--- config.mk ---
export PLATFORM = sky130hd
export DESIGN_NAME = flash_req_dispatcher
export DESIGN_NICKNAME = d
export VERILOG_FILES = /design/src/rtl/flash_disp_pkg.sv /design/src/rtl/fd_req_check.sv /design/src/rtl/fd_seq.sv /design/src/rtl/flash_req_dispatcher.sv
export SDC_FILE = /design/constraint.sdc
export NUM_CORES = 1
export LEC_CHECK = 0
export ABC_CLOCK_PERIOD_IN_PS = 3600
export BUFFER_PORTS_ARGS = -buffer_cell sky130_fd_sc_hd__buf_4
export CELL_PAD_IN_SITES_DETAIL_PLACEMENT = 0
export CELL_PAD_IN_SITES_GLOBAL_PLACEMENT = 1
export CORE_AREA = 5 5 128 130
export DETAILED_ROUTE_END_ITERATION = 7
export DIE_AREA = 0 0 133 135
export PLACE_DENSITY_LB_ADDON = 0.1
export SYNTH_ARGS = -nofsm -noshare
export SYNTH_HDL_FRONTEND = slang
export SYNTH_SLANG_ARGS = --single-unit
export TNS_END_PERCENT = 5
--- constraint.sdc ---
create_clock -name clk -period 3.6 [get_ports clk]
set_clock_uncertainty 0.2 [all_clocks]
set_input_delay 0.18 -clock clk [delete_from_list [all_inputs] [get_ports clk]]
set_output_delay 0.18 -clock clk [all_outputs]
set_load 0.005 [all_outputs]
--- src/rtl/flash_disp_pkg.sv ---
package flash_disp_pkg;

    localparam int KIND_W = 3;

    localparam logic [KIND_W-1:0] K_READ    = 3'd0;
    localparam logic [KIND_W-1:0] K_WRITE   = 3'd1;
    localparam logic [KIND_W-1:0] K_ERASE   = 3'd2;
    localparam logic [KIND_W-1:0] K_CTR_SET = 3'd3;
    localparam logic [KIND_W-1:0] K_CTR_GET = 3'd4;

    localparam int unsigned ERASE_BASE = 32'd4096;
    localparam int unsigned READ_UNIT  = 32'd32;

    typedef enum logic [2:0] {
        ST_IDLE,
        ST_CHECK,
        ST_START,
        ST_WAIT,
        ST_CPL
    } seq_state_e;

    typedef struct packed {
        logic refuse;
        logic need_prot;
        logic for_write;
    } chk_res_t;

    function automatic int unsigned erase_span(input logic [1:0] code);
        int unsigned sh;
        sh = (code == 2'd0) ? 0 : (32'(code) + 2);
        return ERASE_BASE << sh;
    endfunction

    function automatic int unsigned read_limit(input logic [2:0] want, input logic [2:0] sup);
        logic [2:0] eff;
        eff = want;
        if (want > sup) eff = (sup == 3'd0) ? 3'd1 : sup;
        return READ_UNIT << eff;
    endfunction

    function automatic logic carries_payload(input logic [KIND_W-1:0] k);
        return (k == K_WRITE) || (k == K_CTR_SET);
    endfunction

    function automatic logic returns_data(input logic [KIND_W-1:0] k);
        return (k == K_READ) || (k == K_CTR_GET);
    endfunction

endpackage

--- src/rtl/fd_req_check.sv ---
module fd_req_check
    import flash_disp_pkg::*;
#(
    parameter int LEN_W    = 13,
    parameter int SPAN_W   = 18,
    parameter int TX_LIMIT = 64
) (
    input  logic [KIND_W-1:0] kind,
    input  logic [LEN_W-1:0]  len,
    input  logic [2:0]        want_size,
    input  logic [2:0]        sup_size,
    output logic [SPAN_W-1:0] op_len,
    output chk_res_t          res
);
    localparam int unsigned CODE_LIMIT = 4;

    always_comb begin
        op_len = SPAN_W'(len);
        res    = '{refuse: 1'b0, need_prot: 1'b0, for_write: 1'b0};
        case (kind)
            K_READ: begin
                res.refuse    = 32'(len) > read_limit(want_size, sup_size);
                res.need_prot = 1'b1;
            end
            K_WRITE: begin
                res.need_prot = 1'b1;
                res.for_write = 1'b1;
            end
            K_ERASE: begin
                res.refuse    = 32'(len) >= CODE_LIMIT;
                res.need_prot = 1'b1;
                res.for_write = 1'b1;
                op_len        = res.refuse ? '0 : SPAN_W'(erase_span(len[1:0]));
            end
            K_CTR_SET: ;
            K_CTR_GET: res.refuse = 32'(len) > 32'(TX_LIMIT);
            default:   res.refuse = 1'b1;
        endcase
    end
endmodule

--- src/rtl/fd_seq.sv ---
module fd_seq
    import flash_disp_pkg::*;
(
    input  logic     clk,
    input  logic     rst,
    input  logic     req_valid,
    input  chk_res_t chk,
    input  logic     prot_deny,
    input  logic     be_done,
    input  logic     be_error,
    input  logic     cpl_ready,
    output logic     req_ready,
    output logic     load,
    output logic     prot_query,
    output logic     be_start,
    output logic     cpl_valid,
    output logic     failed
);
    seq_state_e state_q, state_d;
    logic       fail_q, fail_d;

    always_comb begin
        state_d = state_q;
        fail_d  = fail_q;
        case (state_q)
            ST_IDLE: if (req_valid) begin
                state_d = ST_CHECK;
                fail_d  = 1'b0;
            end
            ST_CHECK: begin
                if (chk.refuse || (chk.need_prot && prot_deny)) begin
                    fail_d  = 1'b1;
                    state_d = ST_CPL;
                end else begin
                    state_d = ST_START;
                end
            end
            ST_START: state_d = ST_WAIT;
            ST_WAIT: if (be_done) begin
                fail_d  = be_error;
                state_d = ST_CPL;
            end
            ST_CPL: if (cpl_ready) state_d = ST_IDLE;
            default: state_d = ST_IDLE;
        endcase
    end

    always_ff @(posedge clk) begin
        if (rst) begin
            state_q <= ST_IDLE;
            fail_q  <= 1'b0;
        end else begin
            state_q <= state_d;
            fail_q  <= fail_d;
        end
    end

    assign req_ready  = (state_q == ST_IDLE);
    assign load       = req_ready && req_valid;
    assign prot_query = (state_q == ST_CHECK) && chk.need_prot && !chk.refuse;
    assign be_start   = (state_q == ST_START);
    assign cpl_valid  = (state_q == ST_CPL);
    assign failed     = fail_q;
endmodule

--- src/rtl/flash_req_dispatcher.sv ---
module flash_req_dispatcher
    import flash_disp_pkg::*;
#(
    parameter int ADDR_W   = 32,
    parameter int LEN_W    = 13,
    parameter int SPAN_W   = 18,
    parameter int TAG_W    = 4,
    parameter int DATA_W   = 32,
    parameter int TX_LIMIT = 64
) (
    input  logic              clk,
    input  logic              rst,
    input  logic              req_valid,
    output logic              req_ready,
    input  logic [2:0]        req_kind,
    input  logic [TAG_W-1:0]  req_tag,
    input  logic [ADDR_W-1:0] req_addr,
    input  logic [LEN_W-1:0]  req_len,
    input  logic [DATA_W-1:0] req_data,
    input  logic [2:0]        cfg_req_size,
    input  logic [2:0]        cfg_sup_size,
    output logic              prot_query,
    output logic              prot_is_write,
    output logic [ADDR_W-1:0] prot_addr,
    output logic [SPAN_W-1:0] prot_span,
    output logic [TAG_W-1:0]  prot_tag,
    input  logic              prot_deny,
    output logic              be_start,
    output logic [2:0]        be_op,
    output logic [ADDR_W-1:0] be_addr,
    output logic [SPAN_W-1:0] be_len,
    output logic [DATA_W-1:0] be_data,
    input  logic              be_done,
    input  logic              be_error,
    output logic              cpl_valid,
    input  logic              cpl_ready,
    output logic              cpl_success,
    output logic              cpl_with_data,
    output logic [TAG_W-1:0]  cpl_tag,
    output logic [LEN_W-1:0]  cpl_len
);
    logic [KIND_W-1:0] kind_q;
    logic [TAG_W-1:0]  tag_q;
    logic [ADDR_W-1:0] addr_q;
    logic [LEN_W-1:0]  len_q;
    logic [DATA_W-1:0] pay_q;
    logic [SPAN_W-1:0] op_len;
    chk_res_t          chk;
    logic              load, failed;

    always_ff @(posedge clk) begin
        if (rst) begin
            kind_q <= '0;
            tag_q  <= '0;
            addr_q <= '0;
            len_q  <= '0;
            pay_q  <= '0;
        end else if (load) begin
            kind_q <= req_kind;
            tag_q  <= req_tag;
            addr_q <= req_addr;
            len_q  <= req_len;
            if (carries_payload(req_kind)) pay_q <= req_data;
        end
    end

    fd_req_check #(
        .LEN_W   (LEN_W),
        .SPAN_W  (SPAN_W),
        .TX_LIMIT(TX_LIMIT)
    ) u_check (
        .kind     (kind_q),
        .len      (len_q),
        .want_size(cfg_req_size),
        .sup_size (cfg_sup_size),
        .op_len   (op_len),
        .res      (chk)
    );

    fd_seq u_seq (
        .clk       (clk),
        .rst       (rst),
        .req_valid (req_valid),
        .chk       (chk),
        .prot_deny (prot_deny),
        .be_done   (be_done),
        .be_error  (be_error),
        .cpl_ready (cpl_ready),
        .req_ready (req_ready),
        .load      (load),
        .prot_query(prot_query),
        .be_start  (be_start),
        .cpl_valid (cpl_valid),
        .failed    (failed)
    );

    assign prot_is_write = chk.for_write;
    assign prot_addr     = addr_q;
    assign prot_span     = op_len;
    assign prot_tag      = tag_q;

    assign be_op   = kind_q;
    assign be_addr = addr_q;
    assign be_len  = op_len;
    assign be_data = pay_q;

    assign cpl_success   = !failed;
    assign cpl_with_data = !failed && returns_data(kind_q);
    assign cpl_tag       = tag_q;
    assign cpl_len       = cpl_with_data ? len_q : '0;
endmodule

Yosys cells after proc, flatten, opt, wreduce, memory -nomap -nowiden --
Cells that the tools add are included.
Cells by class: mux-type cells 19, shift operators 2, add/sub/neg operators 1, equality and inequality tests 14, order comparisons 4, reductions and logical operators 21
Operators with widths (number):
- $mux W18 | 2
- $gt A13 B32 Y1 | 1
- $mux W32 | 1
- $shl A13 B32 Y18 const A | 1
- $shl A6 B3 Y32 const A | 1
- $mux W3 | 7
- $eq A3 B2 Y1 const B | 5
- $pmux W3 S5 | 1
- $ge A13 B3 Y1 const B | 1
- $gt A13 B7 Y1 const B | 1
- $mux W13 | 1
- $eq A3 B1 Y1 const B | 3
- $logic_not A3 Y1 | 3
- $eq A3 B3 Y1 const B | 2
- $logic_and A1 B1 Y1 | 5
- $mux W1 | 5
- $ne A2 B1 Y1 const B | 2
- $ne A2 B2 Y1 const B | 2
- $pmux W1 S4 | 1
- $reduce_and A4 Y1 | 1
- $reduce_or A2 Y1 | 2
- $add A2 B2 Y3 const B | 1
- $gt A3 B3 Y1 | 1
- $logic_or A1 B1 Y1 | 3
- other kinds (7) | 8
Storage, ports and cells: flip-flop bits (word level) 88, input port bits 97

Logic depth before layout (Yosys ltp) --
Gate-level depths: netlist of the first run.
word-level depth 10, gate-level depth with buffers 15, gate-level depth less buffers 15

Cells and area by module --
Synthesis of the first run repeated with hierarchy kept, for this count alone.
Unflattened totals: cells, all modules 504, area, all modules 4722.0 um2
Modules (own cells, without submodules):
- flash_req_dispatcher | area an instance 3763.6 um2, cells each 378, instances 1, sequential area each 1681.6 um2
- fd_req_check | area an instance 631.9 um2, cells each 87, instances 1, sequential area each 0.0 um2
- fd_seq | area an instance 326.6 um2, cells each 39, instances 1, sequential area each 80.1 um2

Worst setup path before layout of the first run --
Ideal clock, no wire load.
kind input port to output port, start point in cfg_sup_size[1], end point out prot_query, data arrival time 2.972 ns, path slack 0.248 ns, cell stages on the path 14, path buffers 0, path through inv_1 > ha_1 > a21o_1 > a21oi_1 > a31oi_2 > mux2_2 > nand2_1 > ha_1 > and3_1 > a221oi_1 > nor2b_1 > o311a_2 > nor3_1 > and3_1
Between the ends: cells in the longest elaborated chain, start to end 9, elaborated cells between the ends (all ways) 10, classes of those cells order compare: 2; shift: 1; mux: 4; reduce/logical: 3
RTL lines:
- from (decl) | line flash_req_dispatcher.sv:21 | input logic [2:0] cfg_sup_size,
- branches (longest 2 deep; another with $gt A3 B3 Y1)
- $mux W3 (*) | line flash_disp_pkg.sv:37 | if (want > sup) eff = (sup == 3'd0) ? 3'd1 : sup;
- $mux W3 (*) | line fd_req_check.sv:20 | case (kind)
- $shl A6 B3 Y32 (*) | line flash_disp_pkg.sv:38 | return READ_UNIT << eff;
- $gt A13 B32 Y1 (*) | line fd_req_check.sv:22 | res.refuse = 32'(len) > read_limit(want_size, sup_size);
- $pmux W1 S4 (*) | line fd_req_check.sv:20
- $logic_not A1 Y1 (*) | line fd_seq.sv:60 | assign prot_query = (state_q == ST_CHECK) && chk.need_prot && !chk.refuse;
- $logic_and A1 B1 Y1 (*) | line fd_seq.sv:60
- to (decl) | line flash_req_dispatcher.sv:22 | output logic prot_query,
Every way passes the cells marked *. The select of a mux whose other input is x is not followed.

Worst setup path in the final report of the first run --
Same ends and word-level chain as after synthesis.

==> results of run 1 <==
final cells by class:
class / count / area, um2
Timing Repair Buffer: 355 / 2880
Tap cell: 188 / 235
Inverter: 7 / 26.3
Multi-Input combinational cell: 381 / 2010
Clock buffer: 11 / 253
Clock inverter: 4 / 53.8
Fill cell: 1493 / 7820
Sequential cell: 88 / 1760
timing repair:
item / in CTS / in global routing
buffers inserted: 1 / 0
pin swaps: 0 / 2
setup endpoints to repair: 1 / 1
hold endpoints to repair: 85 / 0
gates resized for setup: 2 / 9
hold buffers: 85 / 0
sequential cells by signal (all words and copies together), names as in the netlist:
name           flops
be_addr           32
u_seq.state_q      3
cpl_tag            4
be_op              3
be_data           32
len_q             13
u_seq.failed       1
through the flow:
step	instances	util	instance area, um2	setup WS, ns	hold WS (ns)
final	1034	0.480	7220	0.140	0.0347
after global routing	1034	0.480	7220	0.00632	0.0402
after CTS	1034	0.476	7160	0.0231	0.0116
after detailed placement	933	0.398	5980	-0.123	0.236
after global placement	933	0.398	5980	0.00584	0.226
after floorplan	565	-	4270	0.248	0.116
power by group through the flow:
stage          sequential [mW]  clock (mW)  combinational [mW]
3_5_place_dp              1.15           0               0.762
5_1_grt                   1.15        1.04               0.951
3_3_place_gp              1.15           0               0.752
2_1_floorplan             1.13           0               0.421
4_1_cts                   1.13       0.996               0.847
6_report                  1.13       0.967               0.861
worst paths after layout:
kind	startpoint	endpoint	slack [ns]	cells past startpoint
worst min register to register	be_data[11]	be_data[11]	0.25	2
worst max-delay path	cfg_sup_size[1]	prot_query	0.14	15
worst min-delay path	req_valid	u_seq.state_q[0]	0.03	4
worst max register to register	len_q[11]	u_seq.state_q[2]	1.16	8
worst max-delay path: stages:
cell and delay (ns):
buf_4 0.11, inv_1 0.07, ha_1 0.24, a21o_1 0.18, a21oi_2 0.20, a31oi_4 0.09
buf_4 0.18, or4_1 0.42, ha_1 0.32, o211ai_1 0.20, a21oi_1 0.11, o311a_4 0.38
nor3_4 0.12, and3_1 0.18, buf_4 0.11
kinds of logic (layout without fill, tap and decap cells):
family,after synthesis,after routing,synth area share
and+or+nand+nor,255,255,0.268
xor gates and xnor gates,1,1,0.00206
DFF,88,88,0.414
buffers and inverters,96,377,0.136
AOI/OAI and AO/OA,105,105,0.135
muxes,5,5,0.0123
adders and majority gates,11,11,0.0323
other,1,4,0.000881
layout by cell type, fill, tap and decap left out, types with 2 or more instances in the layout:
master	Yosys	layout
dlygate4sd3_1	0	85
nor4_1	2	2
ha_1	11	10
clkbuf_16	0	9
mux2_4	0	2
a21oi_1	91	90
clkbuf_8	0	2
mux2i_1	3	3
dfxtp_1	88	88
conb_1	1	4
nor2_1	11	11
a21o_1	2	2
nand3_1	2	2
and3_1	4	3
clkinvlp_4	0	2
and2_1	17	16
nand2_1	186	185
nor3_1	3	2
buf_4	56	270
nor2b_1	15	15
or3_1	2	2
inv_1	7	7
nand4b_1	2	2
per-layer routing:
layer	vias up	track usage	wire, um
met3	24	0.0455	1070
met4	0	0.0722	331
met1	2105	0.189	6120
met5	-	0	0
met2	162	0.283	7550
li1	2331	-	-
==> results.py, run 1 <==
metrics = {
    "status": {
        "status": "finished clean",
    },
    "synthesis": {
        "synthCells": 562,
        "async_reset_ff_frac": 0,
        "synth-seq-cells": 88,
        "synth_seq_area_share": 0.414,
        "synth_common_cells": "nand2_1, a21oi_1, dfxtp_1",
        "synth_edf_count": 0,
        "yosysMostFrequentCell": "nand2_1",
        "synth.largest_area_cell": "dfxtp_1",
        "syn_area_per_cell_um2": 7.57,
        "synth.top_cell.area_share": 0.414,
        "synthDistinctLibCells": 44,
        "netlist_top_cells_area": "dfxtp_1, nand2_1, a21oi_1",
        "syn_area_mm2": 0.00426,
        "yosysWarningCount": 0,
        "synthFlopType": "dfxtp_1",
    },
    "routing": {
        "ant_nets": 0,
        "via_per_inst": 4.47,
        "drc_errors": 0,
        "drt_first_pass_iters": 4,
        "drt-total-wl_um": 15100,
        "vias": 4622,
        "wl_per_cell_um": 14.6,
        "drt-initial-drc-count": 183,
    },
    "sta": {
        "finalCritPeriodShare": 0.961,
        "tns_ns": 0,
        "fin_crit_ns": 3.46,
        "fmax_mhz": 289,
        "setup-violations-final": 0,
        "worst_pin_slew_ns": 0.567,
        "maxSlewHeadroom": 0.620,
        "hold_viol_final": 0,
        "rsz0062_at_grt": "no",
        "drv_slew": 0,
    },
    "pwr": {
        "p_sw_uw": 857,
        "vdd_drop_max_uv": 177,
        "p_sw_frac": 0.289,
        "p_comb_frac": 0.291,
        "p_leak_nw": 3.32,
        "finalPower_mw": 2.96,
        "seq_power_share": 0.383,
        "intPower_mw": 2.10,
        "powerDensity_mw_per_mm2": 410,
        "p_clk_frac": 0.327,
    },
    "setup_path": {
        "endpoint_kind": "output pin",
        "required_ns": 3.22,
        "crit_type": "in -> out",
        "start_kind": "input pin",
        "path_max_fanout": 6,
        "worstPathArrival_ns": 3.08,
    },
    "clock_tree": {
        "clock_path_buffers": 2,
        "cts.clk_slew.worst_paths_ns": 0.06,
        "cts_tree": "done",
        "root_buffer": "clkbuf_16",
        "clkLatencyLatePin_ns": 0.34,
        "cts_sinks": 88,
        "cts_buffers": 9,
        "htreeDepth": 3,
    },
    "layout": {
        "fin_nets": 950,
        "diodes": 0,
        "layout-area-overhead-vs-synth_pct": 69.5,
        "drive_gt1_frac": 0.356,
    },
    "placement": {
        "portBuffers": 255,
        "hpwlAfterDp_um": 10800,
        "gp_congestion": 0.829,
    },
    "global_routing": {
        "overflow": 0,
        "grtUsageTotal": 0.163,
        "grt_max_degree": 48,
        "grt_pass1_vias": 4756,
        "grt_pass1_wl_um": 24000,
        "antenna_found_initial": 0,
    },
    "flow_run": {
        "drv_cap": 0,
    },
    "floorplanning": {
        "die_width_um": 133,
        "die_y_um": 135,
        "die_area_mm2": 0.0180,
        "io_pins": 260,
        "row_count": 45,
        "core_area_mm2": 0.0150,
        "start_util": 0.283,
    },
    "min_path": {
        "hold_path_class": "in -> reg",
    },
}
(Power assumes the default switching activity.)
==> run 2: changes to the inputs <==
CORE_AREA = 5 5 117 141   (was 5 5 128 130)
DIE_AREA = 0 0 122 146   (was 0 0 133 135)
==> results.py, run 2 (synthesized netlist as in run 1, its figures left out) <==
metrics = {
    "setup_path": {
        "path_common_cell": "buf_4",
        "crit_buf_inv": 4,
        "crit_chain": "buf_4 -> inv_2 -> ha_4 -> a21o_1 -> a21oi_2 -> a31oi_4 -> buf_6 -> nor4b_4 -> a41oi_1 -> ha_1 -> and3_4 -> a221oi_2 -> nor2b_1 -> o311a_4 -> nor3_4 -> and3_1 -> buf_4",
        "endpoint_kind": "output pin",
        "cp_slowest_cell": "o311a_4",
        "reg2reg_slack_ns": 1.09,
        "rr_worst_depth": 8,
        "crit_type": "in -> out",
        "path_max_fanout": 6,
        "worstPathArrival_ns": 3.05,
        "slowest_delay_ns": 0.39,
        "start_kind": "input pin",
        "required_ns": 3.22,
        "r2r_end": "u_seq.state_q[2]",
        "r2r-start": "len_q[11]",
        "crit_family": "compound AO/OA/AOI/OAI gates",
    },
    "routing": {
        "wl_per_cell_um": 14.5,
        "drt-total-wl_um": 15200,
        "drt-initial-drc-count": 149,
        "via_per_inst": 4.38,
        "vias": 4580,
        "drc_errors": 0,
        "ant_nets": 0,
        "drt_first_pass_iters": 5,
    },
    "floorplanning": {
        "io_pins": 260,
        "die_area_mm2": 0.0178,
        "row_count": 49,
        "core_area_mm2": 0.0149,
        "die_width_um": 122,
        "die_y_um": 146,
        "start_util": 0.286,
    },
    "sta": {
        "worst_pin_slew_ns": 1.15,
        "maxSlewHeadroom": 0.228,
        "finalWorstSetupSlack_ns": 0.174,
        "holdWs_ns": 0.0366,
        "drv_slew": 0,
        "hold_viol_final": 0,
        "finalCritPeriodShare": 0.952,
        "fmax_mhz": 292,
        "setup-violations-final": 0,
        "fin_crit_ns": 3.43,
    },
    "placement": {
        "gp_congestion": 0.789,
        "portBuffers": 255,
        "placed_cells": 945,
        "hpwlAfterDp_um": 10800,
        "dpl_cell_area_mm2": 0.00597,
        "pre_cts_slack_ns": -0.149,
    },
    "pwr": {
        "powerDensity_mw_per_mm2": 395,
        "vdd_drop_max_uv": 200,
        "p_leak_nw": 3.29,
    },
    "layout": {
        "fin_util": 0.482,
        "stdcell_count": 1046,
        "multi_input_area_mm2": 0.00203,
        "layout-area-overhead-vs-synth_pct": 68.7,
        "final_cell_mix": "buf_4, nand2_1, a21oi_1",
        "final_common_cell": "buf_4",
        "diodes": 0,
        "seq_area_mm2": 0.00176,
        "fin_nets": 946,
        "num-fill-cells": 1495,
        "drive_gt1_frac": 0.354,
        "final_area_mm2": 0.00718,
    },
    "clock_tree": {
        "htreeDepth": 3,
        "root_buffer": "clkbuf_16",
        "cts_buffers": 9,
        "cts_tree": "done",
        "cts.clk_slew.worst_paths_ns": 0.06,
        "clkLatencyLatePin_ns": 0.34,
        "clock_path_buffers": 2,
        "cts_sinks": 88,
    },
    "global_routing": {
        "overflow": 0,
        "grt_pass1_vias": 4730,
        "grt_pass1_wl_um": 23800,
        "grtUsageTotal": 0.165,
        "grt_max_degree": 89,
        "antenna_found_initial": 0,
    },
    "min_path": {
        "min_path_cells": 4,
        "hold_path_class": "in -> reg",
        "hp-start": "req_valid",
        "min_to": "u_seq.state_q[0]",
    },
    "status": {
        "status": "finished clean",
    },
    "flow_run": {
        "drv_cap": 0,
    },
}
-- run 2: worst reg2reg max path, stage by stage, from the launching register on --
cell and delay (ns):
dfxtp_1 0.46, ha_4 0.25, and3_4 0.18, a221oi_2 0.24, nor2b_1 0.10, o311a_4 0.39, buf_4 0.14, nor4_4 0.27
o31ai_1 0.11
-- run 2: worst max-delay path by stage --
stage | startpoint | end | slack, ns | cells past startpoint
final | cfg_sup_size[1] | prot_query | 0.17 | 17
after floorplan | cfg_sup_size[1] | prot_query | 0.25 | 14
after global placement | cfg_req_size[1] | prot_query | 0.002 | 16
after global routing | cfg_sup_size[1] | prot_query | -0.01 | 17
after CTS | cfg_sup_size[1] | prot_query | 0.02 | 16
after detailed placement | cfg_req_size[0] | prot_query | -0.15 | 18
-- run 2: metal layers --
metal | global-route usage | up-vias | wire [um]
met4 | 0.0572 | 0 | 273
li1 | - | 2330 | -
met2 | 0.303 | 146 | 7980
met1 | 0.180 | 2087 | 5760
met5 | 0 | - | 0
met3 | 0.0447 | 17 | 1170
-- run 2: layout make-up --
| class | instances | share of cell area |
|---|---|---|
| well taps | 204 | 0.0355 |
| flip-flops and latches | 88 | 0.245 |
| inverters | 7 | 0.00366 |
| clock inverters | 4 | 0.00314 |
| multi-input cells | 381 | 0.283 |
| repair buffers | 351 | 0.397 |
| clock buffers | 11 | 0.0324 |
-- run 2: report_power, final --
group / internal, mW / leakage (nW) / switching [mW] / total, mW
registers: 1.05 / 0.719 / 0.0825 / 1.13
logic: 0.475 / 2.44 / 0.382 / 0.857
clock network: 0.461 / 0.125 / 0.384 / 0.845
total: 1.99 / 3.29 / 0.848 / 2.84
-- run 2: what timing repair did --
item,CTS,global route
pin swaps,0,6
hold endpoints to repair,85,0
gates resized for setup,5,11
setup endpoints to repair,1,1
setup buffers,0,1
hold buffers,85,0
-- run 2: stage by stage --
stage                     total power [mW]   TNS, ns
after CTS                             2.86         0
final                                 2.84         0
after global routing                  3.01  -0.00954
after detailed placement              1.91    -0.318
after floorplan                       1.55         0
after global placement                1.90         0
==> run 3: changes to the inputs <==
==> constraint.sdc (replaced) <==
create_clock -name clk -period 3.6 [get_ports clk]
set_clock_uncertainty 0.2 [all_clocks]
set_input_delay 0.72 -clock clk [delete_from_list [all_inputs] [get_ports clk]]
set_output_delay 0.72 -clock clk [all_outputs]
set_load 0.005 [all_outputs]
==> results.py, run 3 (synthesized netlist as in run 1, its figures left out) <==
metrics = {
    "pwr": {
        "p_comb_frac": 0.271,
        "p_leak_nw": 3.00,
        "p_clk_frac": 0.348,
        "powerDensity_mw_per_mm2": 458,
        "finalPower_mw": 2.97,
        "p_sw_frac": 0.282,
        "p_sw_uw": 840,
        "vdd_drop_max_uv": 174,
        "intPower_mw": 2.13,
        "seq_power_share": 0.382,
    },
    "floorplanning": {
        "start_util": 0.286,
        "io_pins": 260,
        "die_area_mm2": 0.0178,
        "die_width_um": 122,
        "row_count": 49,
        "core_area_mm2": 0.0149,
        "die_y_um": 146,
    },
    "setup_path": {
        "start_kind": "input pin",
        "endpoint_kind": "output pin",
        "worstPathArrival_ns": 3.51,
        "path_max_fanout": 7,
        "required_ns": 2.68,
        "crit_type": "in -> out",
    },
    "sta": {
        "fmax_mhz": 226,
        "rsz0062_at_grt": "yes",
        "finalWorstSetupSlack_ns": -0.828,
        "setup-violations-final": 1,
        "drv_slew": 0,
        "holdWs_ns": 0.255,
        "hold_viol_final": 0,
        "finalCritPeriodShare": 1.23,
        "worst_pin_slew_ns": 0.615,
        "tns_ns": -0.828,
        "fin_crit_ns": 4.43,
        "maxSlewHeadroom": 0.588,
    },
    "layout": {
        "diodes": 0,
        "num-fill-cells": 1544,
        "fin_util": 0.436,
        "final_cell_mix": "buf_4, nand2_1, a21oi_1",
        "final_common_cell": "buf_4",
        "fin_nets": 871,
        "stdcell_count": 972,
        "drive_gt1_frac": 0.409,
        "final_area_mm2": 0.00650,
        "layout-area-overhead-vs-synth_pct": 52.6,
    },
    "placement": {
        "hpwlAfterDp_um": 11200,
        "pre_cts_slack_ns": -0.939,
        "placed_cells": 955,
        "dpl_cell_area_mm2": 0.00612,
        "portBuffers": 255,
        "gp_congestion": 0.779,
    },
    "status": {
        "violations": "setup timing",
        "status": "finished with violations",
    },
    "clock_tree": {
        "cts.clk_slew.worst_paths_ns": 0.06,
        "cts_hold_buf": 0,
        "cts_sinks": 88,
        "root_buffer": "clkbuf_16",
        "clkLatencyLatePin_ns": 0.33,
        "cts_buffers": 9,
        "clock_path_buffers": 2,
        "htreeDepth": 3,
        "cts_tree": "done",
    },
    "global_routing": {
        "overflow": 0,
        "antenna_found_initial": 0,
        "grt_pass1_wl_um": 22900,
        "grt_max_degree": 51,
        "grt_pass1_vias": 4447,
        "grtUsageTotal": 0.160,
    },
    "min_path": {
        "hold_path_class": "reg -> reg",
    },
    "flow_run": {
        "drv_cap": 0,
    },
    "routing": {
        "drt-initial-drc-count": 135,
        "wl_per_cell_um": 15.1,
        "drc_errors": 0,
        "vias": 4320,
        "ant_nets": 0,
        "drt-total-wl_um": 14700,
        "drt_first_pass_iters": 4,
        "via_per_inst": 4.44,
    },
}
## run 3: changes by cell type in the layout (fill, tap and decap cells not counted), moves of 2 or more
cell / previous run / this run
buf_4: 265 / 276
mux2i_2: 0 / 2
dlygate4sd3_1: 85 / 0
bufinv_16: 0 / 2
mux2i_1: 3 / 1
clkinv_2: 3 / 0
clkbuf_8: 0 / 2
## run 3: layout make-up
cell class	count	area, um2	share of cell area
sequential	88	1760	0.271
inverter	7	26.3	0.00404
multi-input combinational	381	2050	0.315
tap	204	255	0.0393
clock buffer	12	256	0.0395
timing repair buffer	276	2070	0.319
clock inverter	4	76.3	0.0117
## run 3: worst paths after layout
check                                     start               end  slack (ns)  cells past startpoint
worst max register to register        len_q[11]  u_seq.state_q[2]        1.19                      8
worst min-delay path                be_data[29]       be_data[29]        0.26                      2
worst max-delay path            cfg_sup_size[1]        prot_query       -0.83                     16
worst min register to register      be_data[29]       be_data[29]        0.26                      2
## run 3: worst max-delay path, cell delays in order
cell	delay [ns]
buf_4	0.09
inv_2	0.04
ha_4	0.25
a21o_1	0.12
a21oi_2	0.06
a31oi_4	0.29
buf_4	0.19
mux2i_2	0.25
nand2_1	0.08
ha_1	0.32
nand4_1	0.09
or3_1	0.38
o311a_4	0.16
nor3_4	0.13
and3_4	0.21
buf_4	0.10
## run 3: metal layers
layer | up-vias | global-route usage | part of all wire
li1 | 2173 | - | -
met1 | 1995 | 0.166 | 0.37
met2 | 139 | 0.304 | 0.54
met3 | 13 | 0.0517 | 0.075
met4 | 0 | 0.0448 | 0.016
met5 | - | 0 | 0
## run 3: power groups by stage
stage | combinational [mW] | clock (mW) | sequential, mW
after floorplan | 0.447 | 0 | 1.13
after global placement | 0.797 | 0 | 1.15
after detailed placement | 0.806 | 0 | 1.16
after CTS | 0.822 | 1.07 | 1.14
after global routing | 0.891 | 1.10 | 1.15
final | 0.805 | 1.03 | 1.13
## run 3: timing repair
| item | in CTS | in global routing |
|---|---|---|
| gates resized for setup | 6 | 0 |
| setup buffers | 1 | 0 |
| pin swaps | 3 | 0 |
| setup endpoints to repair | 3 | 3 |
| endpoints found under the hold margin | 0 | 0 |
